**src/rtl/step_seq_pkg.sv**
```systemverilog
package step_seq_pkg;

  typedef enum logic [1:0] {
    CAUSE_NONE    = 2'd0,
    CAUSE_IRQ     = 2'd1,
    CAUSE_FETCH   = 2'd2,
    CAUSE_ILLEGAL = 2'd3
  } trapCause_e;

  typedef enum logic [1:0] {
    ST_DECIDE = 2'd0,
    ST_FETCH  = 2'd1,
    ST_COMMIT = 2'd2,
    ST_HALT   = 2'd3
  } seqState_e;

  // strobes from control to datapath and tick divider
  typedef struct packed {
    logic takeIrq;   // step resolved as interrupt
    logic capture;   // fetch reply resolved
    logic commit;    // end of step
    logic finish;    // end of step with stop request
  } seqStrobe_t;

endpackage

```
**src/rtl/seq_ctrl.sv**
```systemverilog
module seq_ctrl
  import step_seq_pkg::*;
(
  input  logic       clk,
  input  logic       rstN,
  input  logic       irqPending,
  input  logic       fetchDone,
  input  logic       doneFlag,
  output seqStrobe_t strobe,
  output logic       fetchReq,
  output logic       halted
);

  seqState_e stateQ, stateD;

  always_comb begin
    stateD = stateQ;
    unique case (stateQ)
      ST_DECIDE: stateD = irqPending ? ST_COMMIT : ST_FETCH;
      ST_FETCH:  if (fetchDone) stateD = ST_COMMIT;
      ST_COMMIT: stateD = doneFlag ? ST_HALT : ST_DECIDE;
      ST_HALT:   stateD = ST_HALT;
      default:   stateD = ST_DECIDE;
    endcase
  end

  always_ff @(posedge clk) begin
    if (!rstN) stateQ <= ST_DECIDE;
    else       stateQ <= stateD;
  end

  always_comb begin
    strobe.takeIrq = (stateQ == ST_DECIDE) && irqPending;
    strobe.capture = (stateQ == ST_FETCH) && fetchDone;
    strobe.commit  = (stateQ == ST_COMMIT);
    strobe.finish  = (stateQ == ST_COMMIT) && doneFlag;
  end

  assign fetchReq = (stateQ == ST_FETCH);
  assign halted   = (stateQ == ST_HALT);

endmodule

```
**src/rtl/seq_datapath.sv**
```systemverilog
module seq_datapath
  import step_seq_pkg::*;
#(
  parameter int          XLEN     = 32,
  parameter int          ILEN     = 32,
  parameter int          CNT_W    = 32,
  parameter logic [XLEN-1:0] RESET_PC = '0
) (
  input  logic             clk,
  input  logic             rstN,
  input  seqStrobe_t       strobe,
  input  logic [XLEN-1:0]  trapVec,
  input  logic             fetchErr,
  input  logic [ILEN-1:0]  fetchParcel,
  input  logic             decodeValid,
  input  logic             execRetired,
  input  logic             compressedEn,
  output logic [XLEN-1:0]  pc,
  output logic [CNT_W-1:0] stepCount,
  output logic             retirePulse,
  output logic             trapPulse,
  output logic [1:0]       trapCause,
  output logic [XLEN-1:0]  illegalBits
);

  localparam int HALF = ILEN / 2;
  localparam logic [XLEN-1:0] SHORT_STEP = XLEN'(HALF / 8);
  localparam logic [XLEN-1:0] FULL_STEP  = XLEN'(ILEN / 8);

  // pending outcome of the current step
  logic [XLEN-1:0] nextPcQ, illQ;
  logic            retQ, stepQ;
  trapCause_e      causeQ;

  // classification of the fetch reply
  logic [XLEN-1:0] capNext, capIll;
  logic            capRet, capStep, isShort;
  trapCause_e      capCause;

  assign isShort = (fetchParcel[1:0] != 2'b11);

  always_comb begin
    capNext  = pc;
    capRet   = 1'b0;
    capStep  = 1'b0;
    capCause = CAUSE_NONE;
    capIll   = '0;
    if (fetchErr) begin
      capNext  = trapVec;
      capCause = CAUSE_FETCH;
    end else if (!decodeValid) begin
      capNext  = trapVec;
      capStep  = 1'b1;
      capCause = CAUSE_ILLEGAL;
      capIll   = isShort ? XLEN'(fetchParcel[HALF-1:0]) : XLEN'(fetchParcel);
    end else if (isShort) begin
      capStep = 1'b1;
      if (compressedEn) begin
        capNext = pc + SHORT_STEP;
        capRet  = execRetired;
      end
    end else begin
      capStep = 1'b1;
      capNext = pc + FULL_STEP;
      capRet  = execRetired;
    end
  end

  always_ff @(posedge clk) begin
    if (!rstN) begin
      nextPcQ <= RESET_PC;
      illQ    <= '0;
      retQ    <= 1'b0;
      stepQ   <= 1'b0;
      causeQ  <= CAUSE_NONE;
    end else if (strobe.takeIrq) begin
      nextPcQ <= trapVec;
      retQ    <= 1'b0;
      stepQ   <= 1'b0;
      causeQ  <= CAUSE_IRQ;
    end else if (strobe.capture) begin
      nextPcQ <= capNext;
      illQ    <= capIll;
      retQ    <= capRet;
      stepQ   <= capStep;
      causeQ  <= capCause;
    end
  end

  always_ff @(posedge clk) begin
    if (!rstN) begin
      pc          <= RESET_PC;
      stepCount   <= '0;
      retirePulse <= 1'b0;
      trapPulse   <= 1'b0;
      trapCause   <= CAUSE_NONE;
      illegalBits <= '0;
    end else if (strobe.commit) begin
      pc          <= nextPcQ;
      stepCount   <= stepCount + CNT_W'(stepQ);
      retirePulse <= retQ;
      trapPulse   <= (causeQ != CAUSE_NONE);
      trapCause   <= causeQ;
      if (causeQ == CAUSE_ILLEGAL) illegalBits <= illQ;
    end else begin
      retirePulse <= 1'b0;
      trapPulse   <= 1'b0;
      trapCause   <= CAUSE_NONE;
    end
  end

endmodule

```
**src/rtl/seq_tick.sv**
```systemverilog
module seq_tick
  import step_seq_pkg::*;
#(
  parameter int TICK_W = 16,
  parameter int CODE_W = 8
) (
  input  logic              clk,
  input  logic              rstN,
  input  seqStrobe_t        strobe,
  input  logic [TICK_W-1:0] stepsPerTick,
  input  logic [CODE_W-1:0] exitCode,
  output logic              timerTick,
  output logic              platformTick,
  output logic              haltPass,
  output logic [CODE_W-1:0] haltCode
);

  logic [TICK_W-1:0] iterQ;
  logic [TICK_W-1:0] iterNext;
  logic              tickDisabled, reachLimit;

  assign tickDisabled = (stepsPerTick == '0);
  assign iterNext     = iterQ + TICK_W'(1);
  assign reachLimit   = (iterNext == stepsPerTick);

  always_ff @(posedge clk) begin
    if (!rstN) begin
      iterQ        <= '0;
      timerTick    <= 1'b0;
      platformTick <= 1'b0;
    end else begin
      timerTick    <= 1'b0;
      platformTick <= 1'b0;
      if (strobe.commit && !strobe.finish) begin
        if (tickDisabled) begin
          iterQ <= '0;
        end else if (reachLimit) begin
          iterQ        <= '0;
          timerTick    <= 1'b1;
          platformTick <= 1'b1;
        end else begin
          iterQ <= iterNext;
        end
      end
    end
  end

  always_ff @(posedge clk) begin
    if (!rstN) begin
      haltPass <= 1'b0;
      haltCode <= '0;
    end else if (strobe.finish) begin
      haltPass <= (exitCode == '0);
      haltCode <= exitCode;
    end
  end

endmodule

```
**src/rtl/step_sequencer.sv**
```systemverilog
module step_sequencer
  import step_seq_pkg::*;
#(
  parameter int          XLEN     = 32,
  parameter int          ILEN     = 32,
  parameter int          CNT_W    = 32,
  parameter int          TICK_W   = 16,
  parameter int          CODE_W   = 8,
  parameter logic [XLEN-1:0] RESET_PC = 32'h0000_0100
) (
  input  logic              clk,
  input  logic              rstN,
  input  logic              irqPending,
  input  logic [XLEN-1:0]   trapVec,
  output logic              fetchReq,
  input  logic              fetchDone,
  input  logic              fetchErr,
  input  logic [ILEN-1:0]   fetchParcel,
  input  logic              decodeValid,
  input  logic              execRetired,
  input  logic              compressedEn,
  input  logic [TICK_W-1:0] stepsPerTick,
  input  logic              doneFlag,
  input  logic [CODE_W-1:0] exitCode,
  output logic [XLEN-1:0]   pc,
  output logic [CNT_W-1:0]  stepCount,
  output logic              retirePulse,
  output logic              trapPulse,
  output logic [1:0]        trapCause,
  output logic [XLEN-1:0]   illegalBits,
  output logic              timerTick,
  output logic              platformTick,
  output logic              halted,
  output logic              haltPass,
  output logic [CODE_W-1:0] haltCode
);

  seqStrobe_t strobe;

  seq_ctrl u_ctrl (
    .clk        (clk),
    .rstN       (rstN),
    .irqPending (irqPending),
    .fetchDone  (fetchDone),
    .doneFlag   (doneFlag),
    .strobe     (strobe),
    .fetchReq   (fetchReq),
    .halted     (halted)
  );

  seq_datapath #(
    .XLEN     (XLEN),
    .ILEN     (ILEN),
    .CNT_W    (CNT_W),
    .RESET_PC (RESET_PC)
  ) u_dp (
    .clk          (clk),
    .rstN         (rstN),
    .strobe       (strobe),
    .trapVec      (trapVec),
    .fetchErr     (fetchErr),
    .fetchParcel  (fetchParcel),
    .decodeValid  (decodeValid),
    .execRetired  (execRetired),
    .compressedEn (compressedEn),
    .pc           (pc),
    .stepCount    (stepCount),
    .retirePulse  (retirePulse),
    .trapPulse    (trapPulse),
    .trapCause    (trapCause),
    .illegalBits  (illegalBits)
  );

  seq_tick #(
    .TICK_W (TICK_W),
    .CODE_W (CODE_W)
  ) u_tick (
    .clk          (clk),
    .rstN         (rstN),
    .strobe       (strobe),
    .stepsPerTick (stepsPerTick),
    .exitCode     (exitCode),
    .timerTick    (timerTick),
    .platformTick (platformTick),
    .haltPass     (haltPass),
    .haltCode     (haltCode)
  );

endmodule

```
**config.mk**
```make
export PLATFORM = sky130hd
export DESIGN_NAME = step_sequencer
export DESIGN_NICKNAME = d
export VERILOG_FILES = /design/src/rtl/step_seq_pkg.sv /design/src/rtl/seq_ctrl.sv /design/src/rtl/seq_datapath.sv /design/src/rtl/seq_tick.sv /design/src/rtl/step_sequencer.sv
export SDC_FILE = /design/constraint.sdc
export NUM_CORES = 1
export LEC_CHECK = 0
export BUFFER_PORTS_ARGS = -buffer_cell sky130_fd_sc_hd__buf_2
export CAP_MARGIN = 20
export CORE_MARGIN = 1
export CORE_UTILIZATION = 54
export DETAILED_ROUTE_END_ITERATION = 8
export HOLD_SLACK_MARGIN = 0.1
export PLACE_DENSITY_LB_ADDON = 0.3
export SLEW_MARGIN = 15
export SYNTH_ARGS = -nofsm -noshare
export SYNTH_HDL_FRONTEND = slang
export SYNTH_SLANG_ARGS = --single-unit
```
**constraint.sdc**
```tcl
create_clock -name clk -period 3.1 [get_ports clk]
set_input_delay 0 -clock clk [delete_from_list [all_inputs] [get_ports clk]]
set_output_delay 0 -clock clk [all_outputs]
set_load 0.005 [all_outputs]
```
==> results.md <==
* CP Capture Type: flop
* Vias at 8869
* Ys async rst share at 0%
* GRT Total Usage at 29.90%
* Root Buffer: clkbuf_16
* Detailed Place HPWL at 15.24 mm
* Sw Share at 26.70%
* Post-Route Setup TNS at 0 ns
* Wirelength per Cell at 16.00 um
* Storage cell area at 3924 um^2
* Sequential power share at 49.8%
* CTS sink cnt at 196
* Gate power share at 10.9%
* Initial drt markers at 576
* Final setup fails at 0
* Fin util at 73.26%
* Number of remaining DRC errors at 0
* Distinct cells, synth at 62
* Slew Limit Fails at 0
* Crit path DAT at 3.06 ns
* Synth top area cells: dfxtp_1, nand2_1, xnor2_1
* CP bufs+invs at 0
* Effective utilization at floorplan at 55.42%
* Slew @ Worst Pin at 0.7473 ns
* Mapped Cells at 1059
* Hold_ws at 0.1250 ns
* Die X at 129.9 um
* Worst path most repeated cell: nand2_1
* P_sw at 0.001418 W
* Setup crit start kind: flop
* FP Rows at 46
* Status: finished clean
* CTS tree: done
* Gp weighted congestion at 0.8768
* Post-synth top area share at 44.41%
* Remaining global-route overflow at 0
* Nets@finish at 1448
* Pre-antenna DRT Iters at 6
* Unrepaired setup endpoints after global routing: no
* Max-capacitance violation count at 0
* Initial antenna violation count at 3
* CP max FO at 11
* Die height at 129.9 um
* Worst path top cell family by delay: simple AND/OR/NAND/NOR gates
* CP cell instances: nand2_1 > or4_4 > xnor2_2 > nor4_4 > nand4_4 > nand2_1 > o311ai_0
* I/O pin cnt at 210
* Crit-path max cell delay at 0.62 ns
* Layout filler cell count at 1197
* Syn_area_per_cell at 8.343 um^2
* Final hold violations at 0
* Syn Nets at 1161
* Syn. warnings at 0
* CTS resizes at 0
* I/O Buffers at 209
* Skew final at 0.01106 ns
* PwrDens at 454.6 nW/um^2
* Cell Area, Placed at 10050 um^2
* DRT Wirelength at 25.27 mm
* Area Growth Syn to Fin at 32.21%
* Relative slew slack at 49.99%
* Synth top cells by count: nand2_1, dfxtp_1, nor2_1
* Die area at 16880 um^2
* Clock latency on the worst-skew pair at 0.44 ns
* Layout cells sized above 1 at 20.82%
* Clock Power Share at 39.3%
* Top-count cell post-synth: nand2_1
* Worst vdd ir at 0.0004185 V
* H-tree depth at 4
* Pint at 0.003892 W
* Avg Vias per Cell at 5.617
* Worst min-delay path category: in2reg
* Worst Path Required at 3.40 ns
* Worst-path clk slew at 0.07 ns
* Post-synthesis cell area at 8835 um^2
* Post-synth EDFFs at 0
* First-pass GRT wire length at 39.85 mm
* Period minus WS final at 2.757 ns
* Critical-path top delay cell: or4_4
* Setup bufs post-CTS at 0
* Vias in the first global route at 8251
* Largest area contributor in the netlist: dfxtp_1
* Multi-input combinational cell area at 4594 um^2
* Largest net degree at the start of global routing at 74
* Top FF cell, synth: dfxtp_1
* Kind of critical path: reg2reg
* Sequential-to-total area share from yosys stat at 44.41%
* Top achievable clock speed at 0.3627 GHz
* CTS Buf Count at 17
* Post-route cell area at 11680 um^2
* CTS max path bufs at 2
* Core Area at 15940 um^2
* Detail Route Antenna Nets at 0
* Final period util at 88.93%
* Seq cells post-synth at 196
* LEAKAGE at 4.696 nW
[placed cells by master, fill, tap and decap left out, types with 4 or more instances in the layout]
cell / n
nand3_1: 50
buf_2: 209
inv_1: 11
and3_1: 18
ha_1: 5
o21ai_0: 13
clkbuf_16: 17
dlygate4sd3_1: 107
nand4_1: 22
nor3_1: 13
o21a_1: 5
a31oi_1: 4
or3_1: 8
and2_1: 29
a21oi_1: 63
xor2_1: 28
xnor2_1: 50
o311ai_1: 4
nor2_1: 79
o211ai_1: 6
nor2b_1: 7
dfxtp_1: 196
a21boi_0: 44
o21ai_1: 5
nand2_1: 206
diode_2: 4
nor4_1: 9
and4_1: 5
a22oi_1: 46
a211oi_1: 9
buf_4: 20
[metrics by stage]
step | setup WS, ns | power (W) | instances
2_1_floorplan | 0.6398 | 0.002980 | 1059
3_3_place_gp | 0.4126 | 0.003163 | 1436
3_5_place_dp | 0.3490 | 0.003173 | 1436
4_1_cts | 0.3298 | 0.005325 | 1575
5_1_grt | 0.09715 | 0.005513 | 1576
6_report | 0.3431 | 0.005310 | 1579
[power by group through the flow]
stage                     clock network [W]  registers [W]  logic (W)
final                               0.00209        0.00265   0.000577
after global routing                0.00223        0.00265   0.000629
after CTS                           0.00212        0.00264   0.000562
after detailed placement                  0        0.00270   0.000471
after global placement                    0        0.00270   0.000464
after floorplan                           0        0.00269   0.000293
[path summary, 6_finish.rpt]
| check | slack, ns | end | startpoint | cells past startpoint |
|---|---|---|---|---|
| setup / recovery | 0.34 | u_tick.iterQ[13]$_SDFFE_PN0P_ | u_tick.iterQ[2]$_SDFFE_PN0P_ | 7 |
| hold / removal | 0.12 | u_tick.platformTick$_SDFF_PP0_ | stepsPerTick[8] | 5 |
| setup reg to reg | 0.34 | u_tick.iterQ[13]$_SDFFE_PN0P_ | u_tick.iterQ[2]$_SDFFE_PN0P_ | 7 |
| hold reg to reg | 0.45 | u_dp.pc[12]$_SDFFE_PN0P_ | u_dp.nextPcQ[12]$_SDFFE_PN0P_ | 2 |
[cells by family (layout without fill, tap and decap cells)]
| kind of cell | count (synthesis) | count (layout) | synth area share (%) |
|---|---|---|---|
| simple gates | 477 | 477 | 26.21 |
| compound gates | 217 | 217 | 16.40 |
| flops | 196 | 196 | 44.41 |
| buf+inv | 81 | 381 | 3.824 |
| xor+xnor | 80 | 80 | 8.101 |
| fa+ha+maj | 5 | 5 | 0.7081 |
| mux | 3 | 3 | 0.3399 |
| other cells | 0 | 4 | 0 |
[worst register-to-register path, cell delays in order (launching register included)]
cell	delay, ns
dfxtp_1	0.47
nand2_1	0.28
or4_4	0.62
xnor2_2	0.17
nor4_4	0.33
nand4_4	0.19
nand2_1	0.40
o311ai_0	0.16
[what timing repair did]
action | 4_1_cts | 5_1_grt
hold endpoints to repair | 82 | 0
setup endpoints to repair | 0 | 0
hold buffers | 107 | 0
[area by class of cell]
type                       count  area share [%]
inverter                      12          0.3856
tap                          216           2.314
clock buffer                  17           3.642
clock inverter                15           1.061
timing repair buffer         337           19.58
antenna                        4         0.08570
sequential                   196           33.59
multi-input combinational    782           39.34
[layer usage]
layer	vias up	global-route usage, %	share of wire [%]
li1	4262	-	-
met1	4195	36.19	42
met2	332	50.08	49
met3	80	7.339	6.2
met4	0	13.89	3.7
met5	-	0	0
[registers in the layout, indices dropped and copies added, names as in the netlist, 2 cells and up]
signal	count
u_tick.haltCode	8
u_dp.nextPcQ	32
u_dp.illegalBits	32
u_tick.iterQ	16
u_dp.trapCause	2
u_ctrl.stateQ	2
u_dp.causeQ	2
u_dp.pc	32
u_dp.illQ	32
u_dp.stepCount	32
No activity file was read; power rests on OpenSTA's default activity.
